===== src/rtl/tsr_pkg.sv =====
// Package: shared definitions for the tree reduction adder.
// Assumes: nothing beyond being compiled before the modules that use it.
package tsr_pkg;

    // Width of a full sum of 2*lanes operands of w bits each (lanes is a power of two)
    function automatic int sum_width(input int w, input int lanes);
        return w + $clog2(lanes) + 1;
    endfunction

endpackage


===== src/rtl/tsr_pair_fold.sv =====
// Module: adds the two local operands of one lane (this is the first step of a run).
// Assumes: the operands are unsigned; the output width is at least W+1 bits.
module tsr_pair_fold #(
    parameter int W  = 8,
    parameter int SW = 12
) (
    input  logic [W-1:0]  opnd_lo,
    input  logic [W-1:0]  opnd_hi,
    output logic [SW-1:0] pair_sum
);

    // Zero-extend both operands and add them
    always_comb begin
        pair_sum = SW'(opnd_lo) + SW'(opnd_hi);
    end

endmodule


===== src/rtl/tsr_combine_level.sv =====
// Module: one tree level of partner additions, chosen by the level input.
// At level k, each lane whose index is a multiple of 2^k adds the sum held by
// lane index+2^(k-1). Every other lane keeps its value unchanged.
// Assumes: LANES is a power of two; level is in 1..log2(LANES) when it is used.
module tsr_combine_level #(
    parameter int LANES = 8,
    parameter int SW    = 12,
    parameter int LW    = 2
) (
    input  logic [LW-1:0]             level,
    input  logic [LANES-1:0][SW-1:0]  parts_in,
    output logic [LANES-1:0][SW-1:0]  parts_out
);

    localparam int LVLS = $clog2(LANES);

    // Pick the receiving lanes for the active level and add in their partners
    always_comb begin
        parts_out = parts_in;
        for (int k = 1; k <= LVLS; k++) begin
            if (level == LW'(k)) begin
                for (int i = 0; i < LANES; i += (1 << k)) begin
                    parts_out[i] = parts_in[i] + parts_in[i + (1 << (k - 1))];
                end
            end
        end
    end

endmodule


===== src/rtl/tsr_step_ctrl.sv =====
// Module: run sequencing for the reduction. It accepts a start when idle,
// steps through the tree levels one per clock, and raises done after the last one.
// Assumes: LVLS >= 1. The step count includes the local fold step.
module tsr_step_ctrl #(
    parameter int LVLS = 3,
    parameter int LW   = 2,
    parameter int STW  = 3
) (
    input  logic           clk,
    input  logic           rst_n,
    input  logic           start,
    output logic           accept,
    output logic           last,
    output logic [LW-1:0]  level,
    output logic           busy,
    output logic           done,
    output logic [STW-1:0] steps
);

    // Decode the accept and final-level conditions
    always_comb begin
        accept = start && !busy;
        last   = busy && (level == LW'(LVLS));
    end

    // Advance the level and step count; raise done for one cycle at the end
    always_ff @(posedge clk) begin
        if (!rst_n) begin
            busy  <= 1'b0;
            done  <= 1'b0;
            level <= '0;
            steps <= '0;
        end else begin
            done <= 1'b0;
            if (accept) begin
                busy  <= 1'b1;
                level <= LW'(1);
                steps <= STW'(1);
            end else if (busy) begin
                level <= level + LW'(1);
                steps <= steps + STW'(1);
                if (last) begin
                    busy <= 1'b0;
                    done <= 1'b1;
                end
            end
        end
    end

endmodule


===== src/rtl/tree_sum_reducer.sv =====
// Module: top of the pairwise tree reduction adder. Lane i holds operands 2i and 2i+1.
// Each lane folds its pair at start, then the log2(LANES) levels of partner
// additions follow, one per clock, and the total is registered from lane 0.
// Assumes: LANES is a power of two and at least 2; operands are unsigned.
module tree_sum_reducer #(
    parameter int LANES = 8,
    parameter int W     = 8
) (
    input  logic                                   clk,
    input  logic                                   rst_n,
    input  logic                                   start,
    input  logic [2*LANES*W-1:0]                   operands,
    output logic                                   busy,
    output logic                                   done,
    output logic [W+$clog2(LANES):0]               total,
    output logic [$clog2($clog2(LANES)+2)-1:0]     steps
);

    localparam int LVLS = $clog2(LANES);
    localparam int SW   = tsr_pkg::sum_width(W, LANES);
    localparam int LW   = $clog2(LVLS + 1);
    localparam int STW  = $clog2(LVLS + 2);

    logic                      accept;
    logic                      last;
    logic [LW-1:0]             level;
    logic [LANES-1:0][SW-1:0]  folded;
    logic [LANES-1:0][SW-1:0]  partial;
    logic [LANES-1:0][SW-1:0]  combined;

    tsr_step_ctrl #(.LVLS(LVLS), .LW(LW), .STW(STW)) u_ctrl (
        .clk    (clk),
        .rst_n  (rst_n),
        .start  (start),
        .accept (accept),
        .last   (last),
        .level  (level),
        .busy   (busy),
        .done   (done),
        .steps  (steps)
    );

    for (genvar g = 0; g < LANES; g++) begin : g_lane
        tsr_pair_fold #(.W(W), .SW(SW)) u_fold (
            .opnd_lo  (operands[(2*g)*W +: W]),
            .opnd_hi  (operands[(2*g+1)*W +: W]),
            .pair_sum (folded[g])
        );
    end

    tsr_combine_level #(.LANES(LANES), .SW(SW), .LW(LW)) u_comb (
        .level     (level),
        .parts_in  (partial),
        .parts_out (combined)
    );

    // Lane partial sums: loaded by the fold step, then updated by each tree level
    always_ff @(posedge clk) begin
        if (!rst_n) begin
            partial <= '0;
        end else if (accept) begin
            partial <= folded;
        end else if (busy) begin
            partial <= combined;
        end
    end

    // Result register: takes lane 0 at the final level and then holds it
    always_ff @(posedge clk) begin
        if (!rst_n) begin
            total <= '0;
        end else if (last) begin
            total <= combined[0];
        end
    end

endmodule


===== config.mk =====
export PLATFORM = sky130hd
export DESIGN_NAME = tree_sum_reducer
export DESIGN_NICKNAME = d
export VERILOG_FILES = /design/src/rtl/tsr_pkg.sv /design/src/rtl/tsr_pair_fold.sv /design/src/rtl/tsr_combine_level.sv /design/src/rtl/tsr_step_ctrl.sv /design/src/rtl/tree_sum_reducer.sv
export SDC_FILE = /design/constraint.sdc
export NUM_CORES = 1
export LEC_CHECK = 0
export BUFFER_PORTS_ARGS = -buffer_cell sky130_fd_sc_hd__buf_2
export CAP_MARGIN = 20
export CELL_PAD_IN_SITES_DETAIL_PLACEMENT = 0
export CELL_PAD_IN_SITES_GLOBAL_PLACEMENT = 2
export CORE_MARGIN = 3
export CORE_UTILIZATION = 41
export DETAILED_ROUTE_END_ITERATION = 16
export PLACE_DENSITY_LB_ADDON = 0.1
export SYNTH_ARGS = -nofsm -noshare
export SYNTH_HDL_FRONTEND = slang
export SYNTH_HIERARCHICAL = 1
export SYNTH_SLANG_ARGS = --single-unit

===== constraint.sdc =====
create_clock -name clk -period 5.4 [get_ports clk]
set_input_delay 0.27 -clock clk [delete_from_list [all_inputs] [get_ports clk]]
set_output_delay 0.27 -clock clk [all_outputs]
set_load 0.05 [all_outputs]

== Yosys cells after proc, flatten, opt, wreduce, memory -nomap -nowiden ==
Cells that the tools add are included.
Word-level totals
  bits in registers: 115
  bits of input ports: 131
  output and inout port bits: 17
Operators by class
  add/subtract/negate cells: 17
  equality and inequality tests: 3
  muxes and demuxes: 17
  bitwise logic cells: 2
  reductions and logical operators: 10
Operators by type and width (number)
  two-way mux 96 bit: 1
  adder 12 bit: 7
  two-way mux 12 bit: 7
  two-way mux 84 bit: 1
  adder 8 x 8 -> 9 bit: 8
  two-way mux 1 bit: 8
  equality test 2 bit (second input constant): 2
  AND reduction 2 bit: 2
  nonzero test 2 bit: 2
  adder 3 x 1 -> 3 bit (second input constant): 1
  nonzero test 3 bit: 1
  OR reduction 3 bit: 1
  adder 2 x 1 -> 2 bit (second input constant): 1
  equality test 2 x 1 -> 1 bit (second input constant): 1
  logical AND 1 bit: 2
  NOT 1 bit: 2
  OR reduction 2 bit: 1
  zero test 1 bit: 1

== Longest topological paths before layout ==
  depth after elaboration: 6
  depth in mapped cells: 12
  mapped depth without buffers: 12

== Modules after synthesis ==
The synthesis kept the hierarchy.
By module, submodules not included
  tree_sum_reducer: times used 1, cells an instance 465, area an instance 5421.4 µm²
  tsr_combine_level: times used 1, cells an instance 613, area an instance 4525.6 µm²
  tsr_pair_fold (g_lane[1].u_fold ...): times used 7, cells an instance 42, area an instance 331.6 µm²
  tsr_pair_fold (g_lane[0].u_fold): times used 1, cells an instance 46, area an instance 350.3 µm²
  tsr_step_ctrl: times used 1, cells an instance 33, area an instance 319.1 µm²

== Worst setup path before layout ==
Ideal clock, no wire load.
  path kind: register to register
  start: register partial[1] (netlist bit)
  end: register partial[6] (netlist bit)
  setup time: 116 ps
  data arrival time: 2548 ps
  data required time: 5284 ps
  setup slack: 2736 ps
  cell stages (with the launch flop): 11
  path buffers: 0
  period minus slack after synthesis: 2664 ps
  cell sequence: dfxtp_1 inv_1 fa_1 nor2b_1 o21ai_1 a21boi_1 o31ai_1 a21boi_0 mux4_2 mux2_4 o211a_1
RTL lines
  from (decl): RTL line tree_sum_reducer.sv:28  | logic [LANES-1:0][SW-1:0] partial;
  from (signal assigned): RTL line tree_sum_reducer.sv:62  | partial <= folded;
  from (signal assigned): RTL line tree_sum_reducer.sv:64  | partial <= combined;

==> impl_results.md <==
- Setup crit start kind: flip-flop
- Netlist cell types: 76
- DR DRC count: 0
- Worst slew pin tran: 1.07 ns
- GP Congestion: 0.844
- Post-CTS Setup Repair Bufs: 0
- Placeable Area: 30800 µm²
- GRT overflow: 0
- Worst endpoint data arrival time: 3.36 ns
- Async SR Flop Fraction: 0
- Minimum clock period after layout: 3.04 ns
- Tot GR Track Use: 0.180
- Die footprint: 33700 µm²
- Fill count: 3079
- Pre-Repair DR Iteration Count: 5
- Total power: 3.55 mW
- Hold Vio Cnt, Final: 0
- Vias in the first global route: 9799
- Yosys Warn Count: 6
- Largest area contributor in the netlist: dfxtp_1
- Fmax: 328 MHz
- Initial Utilization: 0.420
- Reg-to-reg setup timing slack: 2.36 ns
- Layout area overhead: 8.08%
- Peak supply drop: 202 µV
- CTS sink count: 115
- Period utilization: 0.564
- Synth Cell Area: 12900 µm²
- Drt wl/cell: 15.9 µm
- Vias: 10.3k
- Rows: 64
- Setup Skew: 0.0124 ns
- Number of flops mapped to enable cells by yosys: 0
- Worst-skew pair later-pin latency: 0.42 ns
- Fraction of layout cells with a size suffix above 1: 0.209
- Max Cap Violations: 0
- Clk pin slew, worst setup/hold paths: 0.06 ns
- Pleak: 7.04 nW
- Cts bufs inserted: 17
- Root Driver: clkbuf_16
- Slew HR: 0.290
- Yosys top cell area share: 0.178
- HPWL after DPL: 22.8 mm
- CTS Buffer Depth: 2
- Vert. Die Dim: 184 µm
- CP Capture Type: flip-flop
- First-pass GRT wire length: 49.6 mm
- Initial antenna violation count: 0
- Total Wirelength: 30.6 mm
- Power Density: 254 nW/µm²
- Die width: 184 µm
- Post-cts sizing count: 0
- H-tree depth: 4
- Layout Nets: 1797
- Crit path max fanout: 7
- Fin Setup TNS: 0 ns
- Hold Buf Count CTS: 0
- Status: finished clean
- #FFs+latches synth: 115
- Starting DRT DRC Count: 593
- Register area share after synthesis: 0.178
- CTS tree: done
- Primary FF master, synth: dfxtp_1
- Drt via density: 5.38
- RSZ-0062 raised after global routing: no
- Mean post-synth cell area: 8.92 µm²
- Final Max Tran Viols: 0
- Worst Path Required: 5.71 ns
- Post-Synthesis Cells: 1451
- IO Port Bufs: 147
- Setup violations, final: 0
- WS Path Type: reg2reg
- Top cells by area, synth: dfxtp_1 18%, ha_1 14%, o211a_1 7.4%
- Hold Path Class: in2reg
- Final ANT Viol Nets: 0
- Number of I/O pins: 148
- Largest net degree at the start of global routing: 143
metrics by stage:
step           instances  cell area, µm²   util  hold WS, ns  setup WS [ns]
2_1_floorplan       1467           13000      -        0.384           2.74
3_3_place_gp        1885           13400  0.435        0.509           2.46
3_5_place_dp        1885           13400  0.435        0.508           2.43
4_1_cts             1917           14000  0.453        0.159           2.40
5_1_grt             1917           14000  0.453        0.192           2.21
6_report            1918           14000  0.454        0.180           2.36
sequential cells by signal, summed over array words and instances, names as in the netlist:
register      cells
u_ctrl/level      2
partial          96
u_ctrl/done       1
u_ctrl/busy       1
u_ctrl/steps      3
total            12
synthesized netlist by cell type (all sizes together), types with 29 or more instances:
master and number:
o21ai 65, o211a 96, nor2b 44, a21o 29
dfxtp 115, clkbuf 33, ha 143, nor2 50
nor3 30, mux2 97, buf 99, nand2b 104
nand2 84, inv 29, a21oi 93, xnor2 64
xor2 33
worst max-delay path: stages (launching register included):
cell and delay (ns):
dfxtp_1 0.41, ha_1 0.29, fa_1 0.43, a21oi_1 0.22
o21ai_0 0.13, a21oi_1 0.27, nand2_1 0.13, a41oi_1 0.25
xnor2_1 0.10, o221a_2 0.26, mux2_2 0.26, o211a_1 0.19
logic make-up (layout without fill, tap and decap cells):
family / count (synthesis) / after routing / share of synthesized area
AOI/OAI and AO/OA: 407 / 407 / 0.232
other: 8 / 25 / 0.00232
and+or+nand+nor: 376 / 376 / 0.156
buffers and inverters: 162 / 216 / 0.0780
DFF: 115 / 115 / 0.178
adders and majority gates: 158 / 158 / 0.162
xor gates and xnor gates: 97 / 97 / 0.0657
muxes: 128 / 128 / 0.127
placed cells by master, fill, tap and decap left out, types with 33 or more instances in the layout:
cell and n:
nor2b_1 34, mux2_4 40, ha_1 143, xnor2_1 64, xor2_1 33, o21ai_0 62
o211a_1 96, nor2_1 50, a21oi_1 84, dfxtp_1 114, nand2_1 83, mux2_2 57
buf_2 146, nand2b_1 104
layer usage:
| metal | global-route usage | part of all wire | vias to the layer above | wire length [µm] |
|---|---|---|---|---|
| li1 | - | - | 5369 | - |
| met4 | 0.0356 | 0.0067 | 0 | 204 |
| met3 | 0.0243 | 0.029 | 11 | 893 |
| met5 | 0 | 0 | - | 0 |
| met1 | 0.240 | 0.48 | 4783 | 14800 |
| met2 | 0.311 | 0.48 | 162 | 14700 |
final cells by class:
type | count | area [µm²] | share of cell area
tap | 396 | 495 | 0.0354
clock inverter | 14 | 130 | 0.00931
inverter | 30 | 113 | 0.00805
antenna | 1 | 2.50 | 0.000179
timing repair buffer | 154 | 803 | 0.0574
clock buffer | 18 | 439 | 0.0314
sequential | 115 | 2310 | 0.165
multi-input combinational | 1190 | 9690 | 0.693
path summary, 6_finish.rpt:
check	endpoint	cells past startpoint	start
setup / recovery	partial[10]	11	partial[48]
hold / removal	u_ctrl/level[0]	3	start
setup reg to reg	partial[10]	11	partial[48]
hold reg to reg	total[0]	2	total[0]
report_power, final:
group	internal (mW)	total [mW]	switching [mW]
combinational	0.697	1.38	0.682
clock	0.650	1.10	0.454
sequential	0.934	1.07	0.136
(Power assumes the default switching activity.)
